===== src/rtl/lcd_wr_pkg.sv =====
package lcd_wr_pkg;

  typedef enum logic [2:0] {
    PH_IDLE = 3'd0,
    PH_ADDR = 3'd1,
    PH_CSS  = 3'd2,
    PH_ACT  = 3'd3,
    PH_HOLD = 3'd4
  } phase_e;

  // order of the bus phases; the sequence is behaviour, not layout
  function automatic phase_e phase_after(input phase_e p);
    unique case (p)
      PH_ADDR: phase_after = PH_CSS;
      PH_CSS:  phase_after = PH_ACT;
      PH_ACT:  phase_after = PH_HOLD;
      default: phase_after = PH_IDLE;
    endcase
  endfunction

  function automatic logic sel_low(input phase_e p);
    sel_low = (p == PH_CSS) || (p == PH_ACT) || (p == PH_HOLD);
  endfunction

  function automatic logic strobe_low(input phase_e p);
    strobe_low = (p == PH_ACT);
  endfunction

  // length of a phase in clocks for a programmed count
  function automatic int unsigned phase_clocks(input int unsigned count);
    phase_clocks = count + 1;
  endfunction

endpackage


===== src/rtl/lcd_wr_capture.sv =====
module lcd_wr_capture #(
  parameter int unsigned DATA_W = 8,
  parameter int unsigned TIME_W = 4
) (
  input  logic              clk,
  input  logic              rst_n,
  input  logic              take,
  input  logic              rs_in,
  input  logic [DATA_W-1:0] data_in,
  input  logic [TIME_W-1:0] cs_setup_in,
  input  logic [TIME_W-1:0] wr_setup_in,
  input  logic [TIME_W-1:0] wr_active_in,
  input  logic [TIME_W-1:0] wr_hold_in,
  output logic              rs_q,
  output logic [DATA_W-1:0] data_q,
  output logic [TIME_W-1:0] cs_setup_q,
  output logic [TIME_W-1:0] wr_setup_q,
  output logic [TIME_W-1:0] wr_active_q,
  output logic [TIME_W-1:0] wr_hold_q
);

  localparam logic [TIME_W-1:0] DEF_ZERO   = '0;
  localparam logic [TIME_W-1:0] DEF_ACTIVE = TIME_W'(1);

  always_ff @(posedge clk or negedge rst_n) begin
    if (!rst_n) begin
      rs_q        <= 1'b0;
      data_q      <= '0;
      cs_setup_q  <= DEF_ZERO;
      wr_setup_q  <= DEF_ZERO;
      wr_active_q <= DEF_ACTIVE;
      wr_hold_q   <= DEF_ZERO;
    end else if (take) begin
      rs_q        <= rs_in;
      data_q      <= data_in;
      cs_setup_q  <= cs_setup_in;
      wr_setup_q  <= wr_setup_in;
      wr_active_q <= wr_active_in;
      wr_hold_q   <= wr_hold_in;
    end
  end

endmodule


===== src/rtl/lcd_wr_phase_ctl.sv =====
module lcd_wr_phase_ctl
  import lcd_wr_pkg::*;
#(
  parameter int unsigned TIME_W = 4
) (
  input  logic              clk,
  input  logic              rst_n,
  input  logic              take,
  input  logic [TIME_W-1:0] cs_setup_now,
  input  logic [TIME_W-1:0] wr_setup_q,
  input  logic [TIME_W-1:0] wr_active_q,
  input  logic [TIME_W-1:0] wr_hold_q,
  output phase_e            phase,
  output logic              phase_end
);

  logic [TIME_W-1:0] remain;
  phase_e            upcoming;
  logic [TIME_W-1:0] upcoming_load;

  assign phase_end = (phase != PH_IDLE) && (remain == '0);
  assign upcoming  = phase_after(phase);

  always_comb begin
    unique case (upcoming)
      PH_CSS:  upcoming_load = wr_setup_q;
      PH_ACT:  upcoming_load = wr_active_q;
      PH_HOLD: upcoming_load = wr_hold_q;
      default: upcoming_load = '0;
    endcase
  end

  always_ff @(posedge clk or negedge rst_n) begin
    if (!rst_n) begin
      phase  <= PH_IDLE;
      remain <= '0;
    end else if (take) begin
      phase  <= PH_ADDR;
      remain <= cs_setup_now;
    end else if (phase_end) begin
      phase  <= upcoming;
      remain <= upcoming_load;
    end else if (phase != PH_IDLE) begin
      remain <= remain - 1'b1;
    end
  end

endmodule


===== src/rtl/lcd_wr_seq.sv =====
module lcd_wr_seq
  import lcd_wr_pkg::*;
#(
  parameter int unsigned DATA_W = 8,
  parameter int unsigned TIME_W = 4
) (
  input  logic              clk,
  input  logic              rst_n,
  input  logic              req_valid,
  output logic              req_ready,
  input  logic              req_rs,
  input  logic [DATA_W-1:0] req_data,
  input  logic [TIME_W-1:0] t_cs_setup,
  input  logic [TIME_W-1:0] t_wr_setup,
  input  logic [TIME_W-1:0] t_wr_active,
  input  logic [TIME_W-1:0] t_wr_hold,
  output logic              lcd_rs,
  output logic              lcd_cs_n,
  output logic              lcd_wr_n,
  output logic [DATA_W-1:0] lcd_data,
  output logic              busy
);

  localparam int unsigned LEN_W = TIME_W + 1;

  phase_e            phase;
  logic              phase_end;
  logic              take;
  logic [TIME_W-1:0] cs_setup_q, wr_setup_q, wr_active_q, wr_hold_q;

  assign req_ready = (phase == PH_IDLE);
  assign take      = req_valid && req_ready;
  assign busy      = (phase != PH_IDLE);
  assign lcd_cs_n  = !sel_low(phase);
  assign lcd_wr_n  = !strobe_low(phase);

  lcd_wr_capture #(.DATA_W(DATA_W), .TIME_W(TIME_W)) u_cap (
    .clk(clk), .rst_n(rst_n), .take(take),
    .rs_in(req_rs), .data_in(req_data),
    .cs_setup_in(t_cs_setup), .wr_setup_in(t_wr_setup),
    .wr_active_in(t_wr_active), .wr_hold_in(t_wr_hold),
    .rs_q(lcd_rs), .data_q(lcd_data),
    .cs_setup_q(cs_setup_q), .wr_setup_q(wr_setup_q),
    .wr_active_q(wr_active_q), .wr_hold_q(wr_hold_q)
  );

  lcd_wr_phase_ctl #(.TIME_W(TIME_W)) u_ctl (
    .clk(clk), .rst_n(rst_n), .take(take),
    .cs_setup_now(t_cs_setup),
    .wr_setup_q(wr_setup_q), .wr_active_q(wr_active_q), .wr_hold_q(wr_hold_q),
    .phase(phase), .phase_end(phase_end)
  );

  // strobe-low length observer for the checks below
  logic [LEN_W-1:0] strobe_len;
  always_ff @(posedge clk or negedge rst_n) begin
    if (!rst_n)         strobe_len <= '0;
    else if (!lcd_wr_n) strobe_len <= strobe_len + 1'b1;
    else                strobe_len <= '0;
  end

  AST_STROBE_INSIDE_SEL: assert property (@(posedge clk) disable iff (!rst_n)
    !lcd_wr_n |-> !lcd_cs_n);
  AST_BUS_STABLE: assert property (@(posedge clk) disable iff (!rst_n)
    (busy && $past(busy)) |-> ($stable(lcd_data) && $stable(lcd_rs)));
  AST_SEL_AFTER_ADDR: assert property (@(posedge clk) disable iff (!rst_n)
    $fell(lcd_cs_n) |-> $past(busy));
  AST_STROBE_AFTER_SEL: assert property (@(posedge clk) disable iff (!rst_n)
    $fell(lcd_wr_n) |-> $past(!lcd_cs_n));
  AST_STROBE_LEN: assert property (@(posedge clk) disable iff (!rst_n)
    $rose(lcd_wr_n) |-> (strobe_len == LEN_W'(phase_clocks(32'(wr_active_q)))));
  AST_READY_IDLE: assert property (@(posedge clk) disable iff (!rst_n)
    busy |-> !req_ready);

endmodule


===== config.mk =====
export PLATFORM = sky130hd
export DESIGN_NAME = lcd_wr_seq
export DESIGN_NICKNAME = d
export VERILOG_FILES = /design/src/rtl/lcd_wr_pkg.sv /design/src/rtl/lcd_wr_capture.sv /design/src/rtl/lcd_wr_phase_ctl.sv /design/src/rtl/lcd_wr_seq.sv
export SDC_FILE = /design/constraint.sdc
export NUM_CORES = 1
export LEC_CHECK = 0
export BUFFER_PORTS_ARGS = -buffer_cell sky130_fd_sc_hd__buf_2
export CAP_MARGIN = 30
export CORE_UTILIZATION = 53
export DETAILED_ROUTE_END_ITERATION = 8
export GPL_ROUTABILITY_DRIVEN = 0
export GPL_TIMING_DRIVEN = 0
export PLACE_DENSITY_LB_ADDON = 0.08
export SETUP_SLACK_MARGIN = 0.15
export SLEW_MARGIN = 20
export SYNTH_ARGS = -nofsm -noshare
export SYNTH_HDL_FRONTEND = slang
export SYNTH_HIERARCHICAL = 1
export SYNTH_SLANG_ARGS = --single-unit
export TNS_END_PERCENT = 1

===== constraint.sdc =====
create_clock -name clk -period 2.2 [get_ports clk]
set_clock_uncertainty 0.15 [all_clocks]
set_input_delay 0.44 -clock clk [delete_from_list [all_inputs] [get_ports clk]]
set_output_delay 0.44 -clock clk [all_outputs]
set_load 0.005 [all_outputs]

**Yosys cells after proc, flatten, opt, wreduce, memory -nomap -nowiden**

Cells that the tools add are included.

- Register bits: 28
- Bits of input ports: 28
- Word-level logic and storage cells: 33
- Output and inout port bits: 13

- Eq/ne operators: 7
- Add/subtract/negate cells: 1
- Muxes and demuxes: 7
- Reductions and logical operators: 11

Operators by type and width:

| operator | number |
|---|---|
| $eq A3 B2 Y1 const B | 4 |
| $mux W4 | 3 |
| $pmux W4 S3 | 1 |
| $pmux W3 S3 | 1 |
| $eq A3 B3 Y1 const B | 2 |
| $mux W3 | 2 |
| $reduce_bool A3 Y1 | 2 |
| $logic_not A4 Y1 | 1 |
| $sub A4 B1 Y4 const B | 1 |
| $eq A3 B1 Y1 const B | 1 |
| $logic_not A3 Y1 | 1 |
| $logic_and A1 B1 Y1 | 2 |
| $logic_not A1 Y1 | 2 |
| $logic_or A1 B1 Y1 | 2 |
| $reduce_bool A2 Y1 | 1 |

**Depth between registers and ports, before layout**

- Depth in word-level cells: 6
- Gate-level depth with buffers: 7
- Gate-level depth less buffers: 6

**By module**

Netlist, hierarchy kept.

By module, submodules not included:

| module | area each (µm²) | cells each | times used | seq. area each (µm²) |
|---|---|---|---|---|
| lcd_wr_capture | 1034.7 | 53 | 1 | 626.9 |
| lcd_wr_phase_ctl | 576.8 | 59 | 1 | 175.2 |
| lcd_wr_seq | 41.3 | 6 | 1 | 0.0 |

**Worst setup path after synthesis**

No wires, ideal clock.

- Path kind: flip-flop to flip-flop
- Start: reg u_ctl.remain[0]
- End: reg u_ctl.remain[0]
- Stages on the path, launching flop included: 7
- Clock period less this slack: 1.854 ns
- Slack: 0.346 ns
- Path buffers: 0
- Data arrival time: 1.580 ns
- Required time: 1.925 ns
- Library setup time: 0.125 ns
- Path through: dfrtp_1 inv_1 ha_1 nor3b_1 nor3_1 a221o_1 mux2_2

- Cells in the longest elaborated chain, start to end: 4
- Elaborated cells between the ends (all ways): 7
- Classes of those cells: add/sub (1); mux (3); reduce/logical (3)

Ends and longest elaborated chain:

| element | RTL line | RTL |
|---|---|---|
| start, declared | lcd_wr_phase_ctl.sv:17 | `logic [TIME_W-1:0] remain;` |
| start signal, assigned | lcd_wr_phase_ctl.sv:39 | `remain <= cs_setup_now;` |
| start signal, assigned | lcd_wr_phase_ctl.sv:42 | `remain <= upcoming_load;` |
| start signal, assigned | lcd_wr_phase_ctl.sv:44 | `remain <= remain - 1'b1;` |
| $sub A4 B1 Y4 / $logic_not A4 Y1 (equally long branches) | lcd_wr_phase_ctl.sv:44, lcd_wr_phase_ctl.sv:21 |  |
| $mux W4 / $logic_and A1 B1 Y1 (equally long branches) | lcd_wr_phase_ctl.sv:43, lcd_wr_phase_ctl.sv:21 |  |
| $mux W4 | lcd_wr_phase_ctl.sv:40 | `end else if (phase_end) begin` |
| $mux W4 | lcd_wr_phase_ctl.sv:37 | `end else if (take) begin` |

Parallel ways exist; a longest one is shown, timed or not. The select of a mux whose other input is x is not followed.
A chain may end at the register's enable or synchronous reset.

**Worst setup path in the final report**

- Start: reg u_ctl.remain[0]
- End: reg u_ctl.remain[2]

The elaborated chain is that of the path after synthesis.

==> metrics.json <==
{
  "grt": {
    "grt_start_max_net_pins": 29,
    "globalRouteTotalUtil_pct": 21.1,
    "grt_antenna_before_repair": 0,
    "grt_first_pass_wirelength_um": 4400,
    "first_global_vias": 963,
    "grt-ovfl-total": 0
  },
  "routing": {
    "drt_drc_violations_left": 0,
    "drt-wirelength-per-cell_um": 14.7,
    "wirelength_um": 2700,
    "detailed_route_vias_per_instance": 5.45,
    "drt_iter0_drc": 14,
    "dr_total_vias": 1002,
    "drt_pass1_iterations": 4,
    "detail-route-antenna-nets": 0
  },
  "run_status": {
    "status": "finished, final reports clean"
  },
  "sta": {
    "achievable-frequency_ghz": 0.508,
    "final-setup-viol-count": 0,
    "worstMarginPinSlew_ns": 0.608,
    "finalCritPeriodShare_pct": 89.5,
    "post-route-min-period_ns": 1.97,
    "unrepaired_setup_endpoints_after_global_routing": "yes",
    "finalHoldViolations": 0,
    "timing.final.max_slew_violations": 0,
    "slew_headroom_pct": 59.4,
    "setup_tns_ns": 0,
    "setup_slack_ns": 0.230
  },
  "setup_path": {
    "timing.critical_path.cells": "inv_1 > ha_1 > or3b_1 > buf_6 > nor3_4 > a221oi_2 > o31ai_2",
    "slowest_stage": "dfrtp_1",
    "crit_path_end_kind": "flop",
    "worst_path_dominant_cell_family": "simple AND/OR/NAND/NOR gates",
    "critical_path.startpoint_type": "flop",
    "worst-endpoint-required_ns": 2.30,
    "path_class": "flop to flop",
    "timing.critical_path.buf_inv": 2,
    "cp.arrival_ns": 2.07,
    "critical_path.max_stage_delay_ns": 0.43,
    "critical_path_peak_fanout": 5
  },
  "power": {
    "p_sw_share_pct": 33.4,
    "fin_total_pwr_w": 0.00263,
    "switchingPower_w": 0.000879,
    "internal-power_w": 0.00176,
    "power_density_nw_per_um2": 1470,
    "vdd_ir_drop_max_v": 0.000937,
    "power.combinational.fraction_pct": 49.4,
    "pwr-share-seq_pct": 38.1,
    "static-leakage-power_nw": 0.838,
    "clock_power_share_pct": 12.5
  },
  "clock_network": {
    "cts_root_buffer": "clkbuf_4",
    "clk_transition_reported_paths_ns": 0.15,
    "clock_sinks": 28,
    "cts_tree": "built",
    "cts_made_buffers": 3,
    "max-clock-path-buffers": 2,
    "worst_skew_pair.late_latency_ns": 0.33,
    "htreeDepth": 1
  },
  "yosys": {
    "syn_nets": 139,
    "synth.yosys.warnings": 6,
    "mapped_area_sq_um": 1490,
    "syn_area_per_cell_sq_um": 13.7,
    "syn_inst": 109
  },
  "placed_design": {
    "dp_worst_setup_slack_ns": 0.104,
    "detailed_place_hpwl_um": 1990,
    "number_of_input_and_output_port_buffers_inserted": 40
  },
  "die": {
    "design.portCount": 41,
    "die_w_um": 55.1,
    "die_area_sq_um": 3030,
    "die_y_um": 55.1,
    "start_util_pct": 58.1,
    "coreArea_sq_um": 2570,
    "num_rows": 18
  },
  "layout": {
    "layout_cell_share_with_drive_strength_beyond_1_pct": 52.6,
    "syn2layout_area_growth_pct": 20.5,
    "fin_nets": 185,
    "antenna_cells_inserted": 0
  },
  "worst_hold_path": {
    "timing.hold.worst.class": "primary input to flop"
  },
  "job": {
    "maxCapViolCount": 0
  }
}
[timing repair]
| item | in CTS | in global routing |
|---|---|---|
| buffers inserted | 0 | 0 |
| hold buffers | 1 | 0 |
| gates resized for setup | 1 | 0 |
| endpoints found under the setup margin | 1 | 2 |
| hold endpoints to repair | 27 | 0 |
| pin swaps | 0 | 1 |
[layout make-up]
cell class	instances	area, sq um
flip-flops and latches	28	702
well taps	30	37.5
repair buffers	41	210
plain buffers	7	81.3
clock inverters	1	30.0
multi-input cells	71	703
inverters	3	11.3
fillers	202	769
clock buffers	3	22.5
[routing by layer]
layer,up-vias,share of wire [%],track usage (%),routed length [um]
met5,-,0,0,0
met4,0,1.0,6.25,27
met3,5,4.3,4.92,115
met2,24,50,36.3,1350
met1,490,45,26.1,1210
li1,483,-,-,-
[path summary, 6_finish.rpt]
kind	from	slack, ns	cells after the start	end
max	u_ctl/remain[0]	0.23	7	u_ctl/remain[2]
min	t_cs_setup[2]	0.17	3	u_ctl/remain[2]
max reg2reg	u_ctl/remain[0]	0.23	7	u_ctl/remain[2]
min reg2reg	u_cap/wr_active_q[3]	0.37	1	u_cap/wr_active_q[3]
max in group asynchronous	rst_n	1.02	2	u_cap/wr_setup_q[2]
min in group asynchronous	rst_n	0.48	2	u_cap/wr_active_q[3]
[state kept, by name, summed over array words and instances (netlist names)]
| name | flops |
|---|---|
| u_ctl/phase | 3 |
| u_cap/data_q | 8 |
| u_cap/wr_hold_q | 4 |
| u_cap/wr_setup_q | 4 |
| u_cap/wr_active_q | 4 |
| u_cap/rs_q | 1 |
| u_ctl/remain | 4 |
[through the flow]
stage,std cells,utilization [%],area (sq um),hold slack [ns]
after floorplan,109,-,1490,-0.00559
after global placement,179,67.4,1730,0.334
after detailed placement,179,67.4,1730,0.334
after CTS,184,70.0,1800,0.160
after global routing,184,70.0,1800,0.139
final,184,70.0,1800,0.168
[tightest hold or removal path, cell delays in order]
cell and delay [ns]:
buf_2 0.07, nand2_1 0.05, o31ai_2 0.05
[power by group through the flow]
stage          combinational (W)  clock [W]  sequential (W)
2_1_floorplan            0.00101          0        0.000966
3_3_place_gp             0.00127          0        0.000989
3_5_place_dp             0.00130          0         0.00101
4_1_cts                  0.00131   0.000339         0.00101
5_1_grt                  0.00143   0.000365         0.00104
6_report                 0.00130   0.000330         0.00100
[cells in the final DEF (no fill, tap or decap), drive strengths merged, types with 2 or more instances in the layout]
cell type  instances
nand2              4
dfrtp             27
inv                3
mux2              26
o31ai              2
nor2               5
buf               45
nor4               2
a21oi              5
a22o               4
nor2b              2
nor3               4
clkbuf             5
ha                 2
Power figures use the tool's default switching activity.
